## src/rtl/fe_resteer_pkg.sv

```systemverilog
package fe_resteer_pkg;
  typedef enum logic [1:0] {
    BR_NONE  = 2'd0,
    BR_COND  = 2'd1,
    BR_JUMP  = 2'd2,
    BR_INDIR = 2'd3
  } br_kind_e;
endpackage

```

## src/rtl/fe_static_dir.sv

```systemverilog
module fe_static_dir #(
  parameter int ADDR_W = 32
) (
  input  logic                     valid_i,
  input  fe_resteer_pkg::br_kind_e kind_i,
  input  logic                     tgt_hit_i,
  input  logic [ADDR_W-1:0]        disp_i,
  output logic                     force_taken_o
);
  import fe_resteer_pkg::*;

  logic is_cond_miss;
  logic backward;

  assign is_cond_miss  = valid_i && (kind_i == BR_COND) && !tgt_hit_i;
  // backward taken, forward not taken
  assign backward      = disp_i[ADDR_W-1];
  assign force_taken_o = is_cond_miss && backward;
endmodule

```

## src/rtl/fe_bubble_timer.sv

```systemverilog
module fe_bubble_timer #(
  parameter int ADDR_W = 32,
  parameter int BUBBLE = 8
) (
  input  logic              clk_i,
  input  logic              rst_ni,
  input  logic              start_i,
  input  logic              kill_i,
  input  logic [ADDR_W-1:0] tgt_i,
  output logic              accept_o,
  output logic              clear_o,
  output logic              stall_o,
  output logic              redir_o,
  output logic [ADDR_W-1:0] redir_pc_o
);
  localparam int CW = $clog2(BUBBLE + 1);

  logic [CW-1:0]     bub_q;
  logic              clr_q;
  logic              red_q;
  logic [ADDR_W-1:0] tgt_q;
  logic              busy;

  assign busy     = (bub_q != '0);
  assign accept_o = start_i && !busy && !kill_i;

  always_ff @(posedge clk_i or negedge rst_ni) begin
    if (!rst_ni) begin
      bub_q <= '0;
      clr_q <= 1'b0;
      red_q <= 1'b0;
      tgt_q <= '0;
    end else if (kill_i) begin
      bub_q <= '0;
      clr_q <= 1'b0;
      red_q <= 1'b0;
    end else begin
      clr_q <= accept_o;
      red_q <= (bub_q == CW'(1));
      if (accept_o) begin
        bub_q <= CW'(BUBBLE);
        tgt_q <= tgt_i;
      end else if (busy) begin
        bub_q <= bub_q - CW'(1);
      end
    end
  end

  assign clear_o    = clr_q;
  assign stall_o    = busy;
  assign redir_o    = red_q;
  assign redir_pc_o = tgt_q;

  AST_CLEAR_SINGLE: assert property (@(posedge clk_i) disable iff (!rst_ni)
    clr_q |=> !clr_q);
  AST_STALL_WITH_CLEAR: assert property (@(posedge clk_i) disable iff (!rst_ni)
    clr_q |-> busy);
  AST_REDIR_AFTER_STALL: assert property (@(posedge clk_i) disable iff (!rst_ni)
    red_q |-> (!busy && $past(busy)));
  AST_NO_START_WHEN_BUSY: assert property (@(posedge clk_i) disable iff (!rst_ni)
    (busy && start_i) |=> !clr_q);
  AST_KILL_QUIETS: assert property (@(posedge clk_i) disable iff (!rst_ni)
    kill_i |=> (!clr_q && !red_q && !busy));
endmodule

```

## src/rtl/fe_event_ctr.sv

```systemverilog
module fe_event_ctr #(
  parameter int CNT_W = 16
) (
  input  logic             clk_i,
  input  logic             rst_ni,
  input  logic             inc_i,
  input  logic             clr_i,
  output logic [CNT_W-1:0] cnt_o
);
  localparam logic [CNT_W-1:0] CNT_MAX = '1;

  logic [CNT_W-1:0] cnt_q;

  always_ff @(posedge clk_i or negedge rst_ni) begin
    if (!rst_ni)                          cnt_q <= '0;
    else if (clr_i)                       cnt_q <= '0;
    else if (inc_i && cnt_q != CNT_MAX)   cnt_q <= cnt_q + CNT_W'(1);
  end

  assign cnt_o = cnt_q;

  AST_CNT_NO_WRAP: assert property (@(posedge clk_i) disable iff (!rst_ni)
    !clr_i |=> (cnt_q >= $past(cnt_q)));
  AST_CNT_CLEARED: assert property (@(posedge clk_i) disable iff (!rst_ni)
    clr_i |=> (cnt_q == '0));
endmodule

```

## src/rtl/fe_static_resteer.sv

```systemverilog
module fe_static_resteer #(
  parameter int ADDR_W = 32,
  parameter int BUBBLE = 8,
  parameter int CNT_W  = 16
) (
  input  logic              clk_i,
  input  logic              rst_ni,
  input  logic              br_valid_i,
  input  logic [1:0]        br_kind_i,
  input  logic              tgt_hit_i,
  input  logic [ADDR_W-1:0] br_pc_i,
  input  logic [ADDR_W-1:0] br_disp_i,
  input  logic              be_flush_i,
  input  logic              evt_clr_i,
  output logic              clear_o,
  output logic              fetch_stall_o,
  output logic              redirect_valid_o,
  output logic [ADDR_W-1:0] redirect_pc_o,
  output logic [CNT_W-1:0]  evt_count_o
);
  import fe_resteer_pkg::*;

  logic              force_taken;
  logic              accept;
  logic [ADDR_W-1:0] tgt_calc;

  assign tgt_calc = br_pc_i + br_disp_i;

  fe_static_dir #(.ADDR_W(ADDR_W)) i_dir (
    .valid_i       (br_valid_i),
    .kind_i        (br_kind_e'(br_kind_i)),
    .tgt_hit_i     (tgt_hit_i),
    .disp_i        (br_disp_i),
    .force_taken_o (force_taken)
  );

  fe_bubble_timer #(.ADDR_W(ADDR_W), .BUBBLE(BUBBLE)) i_timer (
    .clk_i      (clk_i),
    .rst_ni     (rst_ni),
    .start_i    (force_taken),
    .kill_i     (be_flush_i),
    .tgt_i      (tgt_calc),
    .accept_o   (accept),
    .clear_o    (clear_o),
    .stall_o    (fetch_stall_o),
    .redir_o    (redirect_valid_o),
    .redir_pc_o (redirect_pc_o)
  );

  fe_event_ctr #(.CNT_W(CNT_W)) i_ctr (
    .clk_i  (clk_i),
    .rst_ni (rst_ni),
    .inc_i  (accept),
    .clr_i  (evt_clr_i),
    .cnt_o  (evt_count_o)
  );

  AST_CLEAR_NEEDS_MISS: assert property (@(posedge clk_i) disable iff (!rst_ni)
    (br_valid_i && (tgt_hit_i || br_kind_i != 2'd1)) && !fetch_stall_o |=> !clear_o);
endmodule

```

## config.mk

```make
export PLATFORM = sky130hd
export DESIGN_NAME = fe_static_resteer
export DESIGN_NICKNAME = d
export VERILOG_FILES = /design/src/rtl/fe_resteer_pkg.sv /design/src/rtl/fe_static_dir.sv /design/src/rtl/fe_bubble_timer.sv /design/src/rtl/fe_event_ctr.sv /design/src/rtl/fe_static_resteer.sv
export SDC_FILE = /design/constraint.sdc
export NUM_CORES = 1
export LEC_CHECK = 0
export ABC_AREA = 1
export BUFFER_PORTS_ARGS = -buffer_cell sky130_fd_sc_hd__buf_2
export CORE_ASPECT_RATIO = 1.4
export CORE_MARGIN = 2
export CORE_UTILIZATION = 30
export CTS_CLUSTER_SIZE = 12
export DETAILED_ROUTE_END_ITERATION = 8
export PLACE_DENSITY_LB_ADDON = 0.08
export SLEW_MARGIN = 20
export SYNTH_ARGS = -nofsm -noshare
export SYNTH_HDL_FRONTEND = slang
export SYNTH_SLANG_ARGS = --single-unit
```

## constraint.sdc

```tcl
create_clock -name clk_i -period 1.92 [get_ports clk_i]
set_input_delay 0.192 -clock clk_i [delete_from_list [all_inputs] [get_ports clk_i]]
set_output_delay 0.192 -clock clk_i [all_outputs]
set_load 0.05 [all_outputs]
```

==> flow_summary_export.csv <==
group,metric,value,unit
status,status,"completed",
die,io_pins,123,
sta,timing.hold.ws,104.9,ps
clock_network,htree_levels,2,
setup_path,rrSetupSlack,180,ps
logic_synthesis,synthAdderAreaFrac,9.319,%
finish,multi_input_area,2890,sq um
place,dp.cells,1107,
sta,finalHoldViolCount,0,
logic_synthesis,synth_compound_area_share,7.199,%
logic_synthesis,syn-instance-count,770,
sta,worst_slew_pin_slew,328.9,ps
sta,setup_viol,0,
sta,max_freq,569.8,MHz
finish,finalNonFillerCells,1117,
finish,antennaDiodeCount,0,
setup_path,crit_path_max_fanout,5,
worst_hold_path,hold_path.class,"input port to register",
finish,post-route-cell-area,6057,sq um
detailed_routing,wire_per_inst,13.25,um
place,port_buffers,122,
sta,finalSetupTns,0,ps
logic_synthesis,synth_cell_types,34,
finish,nets,1027,
clock_network,clock_sinks,54,
worst_hold_path,min_from,"be_flush_i",
setup_path,cp.required,1730,ps
logic_synthesis,synth.avg_cell_area,6.207,sq um
finish,regArea,1354,sq um
setup_path,arrival,1560,ps
die,dieArea,16970,sq um
grt,antenna_found_initial,0,
finish,drive_above_1_share,19.33,%
die,die_width,110.7,um
power,power_density,888.3,nW/um^2
sta,fin_crit_sh,91.41,%
power,vdd_ir_drop_max,0.0007114,V
job,max-cap-violations,0,
die,core-area,15610,sq um
place,dpl_cell_area,5844,sq um
clock_network,cts_made_buffers,5,
logic_synthesis,synth-edff-count,0,
logic_synthesis,synth-seq-area-share,28.27,%
die,fp.dieH,153.3,um
power,combPwrFrac,51.1,%
logic_synthesis,synth-simple-area-share,40.08,%
power,switchingPower,2.608,mW
finish,nFillCells,1750,
setup_path,reg2reg_from,"i_ctr.cnt_o[0]$_DFFE_PN0P_",
logic_synthesis,synthMuxAreaShare,0,%
logic_synthesis,synthFlopType,"dfrtp_1",
worst_hold_path,holdPathStages,2,
logic_synthesis,yosys_warnings,0,
logic_synthesis,synth_nets,877,
setup_path,timing.rr.end,"i_ctr.cnt_o[2]$_DFFE_PN0P_",
power,clkPwrFrac,18.4,%
die,rows,54,
grt,grt_max_degree,31,
detailed_routing,ant_nets,0,
grt,grt_pass1_vias,4888,
power,power_frac_seq,30.5,%
logic_synthesis,async_flop_share,100.0,%
detailed_routing,via_per_inst,4.503,
clock_network,cts.path.max_buffers,2,
place,hpwl,12700,um
detailed_routing,num_vias,5030,
sta,finalCriticalPeriod,1755,ps
clock_network,clkSlewWorstSetupHoldPaths,80,ps
detailed_routing,wl,14800,um
grt,grt_pass1_wl,24450,um
detailed_routing,drt_iter0_drc,225,
grt,grt_usage,17.72,%
finish,syn2layout_area_growth,26.73,%
detailed_routing,post-route-drc-count,0,
sta,rsz0062_at_grt,"no",
clock_network,root_buffer,"clkbuf_16",
sta,fin_skew,8.802,ps
power,power_leakage,3.595,nW
logic_synthesis,netlist_area,4780,sq um
sta,max_slew_margin,78.07,%
setup_path,path_class,"register to primary output",
die,start_util,30.62,%
power,switching_share,48.48,%
detailed_routing,drtPass1Iterations,5,
worst_hold_path,worstHoldEndpoint,"i_timer.bub_q[2]$_DFFE_PN0P_",
finish,final_core_utilization,38.81,%
setup_path,endpoint_kind,"primary output",
setup_path,crit_path_start,"i_timer.bub_q[1]$_DFFE_PN0P_",
grt,grt_overflow,0,
logic_synthesis,synth_xor_area_share,3.482,%
setup_path,start_kind,"register",
setup_path,r2r_cells,8,
logic_synthesis,ys_ff_latch,54,
power,internal_power,2.772,mW
place,routabilityCongestion,0.8483,
logic_synthesis,synth_top_family_by_area,"simple AND/OR/NAND/NOR gates",
sta,drv_slew,0,
clock_network,cts_tree,"done",
clock_network,clkLatencyLatePin,290,ps
## layer usage
metal	vias up	part of all wire, %	GRT usage, %	wire length [um]
li1	2699	-	-	-
met1	2229	43	20.88	6410
met2	94	53	34.65	7824
met3	8	3.0	1.983	440
met4	0	0.86	2.857	127
met5	-	0	0	0
## cell usage after synthesis (4+ instances only)
cell type	n	area (sq um)
nand3b_1	4	30.03
xor2_1	7	61.31
o21ai_0	8	40.04
nand2_1	300	1126
o21ai_1	19	95.09
nor2_1	56	210.2
dfrtp_1	54	1351
o31ai_1	4	30.03
nand3_1	64	320.3
xnor2_1	12	105.1
clkbuf_1	6	22.52
inv_1	129	484.2
nand4_1	8	50.05
nor3_1	11	55.05
a21oi_1	26	130.1
ha_1	34	425.4
## how the worst max path moves through the flow
stage / endpoint / slack [ps] / cells past startpoint
6_report: fetch_stall_o / 160 / 7
5_1_grt: i_ctr.cnt_o[8]$_DFFE_PN0P_ / 4 / 11
4_1_cts: i_ctr.cnt_o[2]$_DFFE_PN0P_ / 100 / 8
2_1_floorplan: i_ctr.cnt_o[8]$_DFFE_PN0P_ / 90 / 9
3_5_place_dp: i_timer.redir_pc_o[30]$_DFFE_PN0P_ / -10 / 12
3_3_place_gp: i_timer.redir_pc_o[12]$_DFFE_PN0P_ / 1 / 9
## cell families (layout without fill, tap and decap cells)
| family | count (synthesis) | count (layout) |
|---|---|---|
| xor+xnor | 19 | 19 |
| compound gates | 63 | 63 |
| buf+inv | 142 | 293 |
| fa+ha+maj | 35 | 35 |
| flops | 54 | 54 |
| simple gates | 457 | 457 |
## critical path, cell delays in order, from the launching register on
cell and delay [ps]:
dfrtp_1 380, inv_1 90, ha_1 180, inv_1 70, nor3_4 140, buf_4 170
inv_2 40, buf_2 200
## through the flow
step                      power [mW]  worst slack, ps
after floorplan                3.598            87.07
after global placement         4.444            1.448
after detailed placement       4.447           -10.10
after CTS                      5.460            102.9
after global routing           5.773            3.565
final                          5.380            165.0
## layout by cell type (no fill, tap or decap), types with 4 or more instances in the layout
cell type and count:
o21ai_1 19, nor2_1 55, nand4_1 8, nor3_1 11
xor2_1 7, clkbuf_16 5, o21ai_0 8, xnor2_1 12
buf_2 122, a21oi_1 26, buf_4 25, nand2_1 299
dfrtp_1 52, ha_1 34, buf_12 5, inv_1 129
o31ai_1 4, nand3b_1 4, nand3_1 64
## flip-flops by register name (all words and copies together) (netlist names)
name	cells
i_timer.redir_o	1
i_timer.clear_o	1
i_ctr.cnt_o	16
i_timer.bub_q	4
i_timer.redir_pc_o	32
## area by class of cell
| type | instances | share of cell area [%] |
|---|---|---|
| Tap cell | 196 | 4.049 |
| Timing Repair Buffer | 153 | 15.00 |
| Sequential cell | 54 | 22.35 |
| Multi-Input combinational cell | 574 | 47.72 |
| Clock buffer | 7 | 2.520 |
| Clock inverter | 1 | 0.1446 |
| Inverter | 132 | 8.221 |
## power by group through the flow
stage                     combinational, mW  sequential, mW  clock, mW
after floorplan                        1.00            2.60          0
after detailed placement               2.78            1.67          0
after global placement                 2.77            1.68          0
final                                  2.75            1.64      0.989
after global routing                   3.01            1.69       1.07
after CTS                              2.78            1.65       1.02
## repair_timing
| action | 4_1_cts | 5_1_grt |
|---|---|---|
| hold buffers | 1 | 0 |
| buffers inserted | 0 | 1 |
| endpoints found under the setup margin | 0 | 34 |
| endpoints found under the hold margin | 11 | 0 |
| gates resized for setup | 0 | 6 |
No activity file was read; power rests on OpenSTA's default activity.
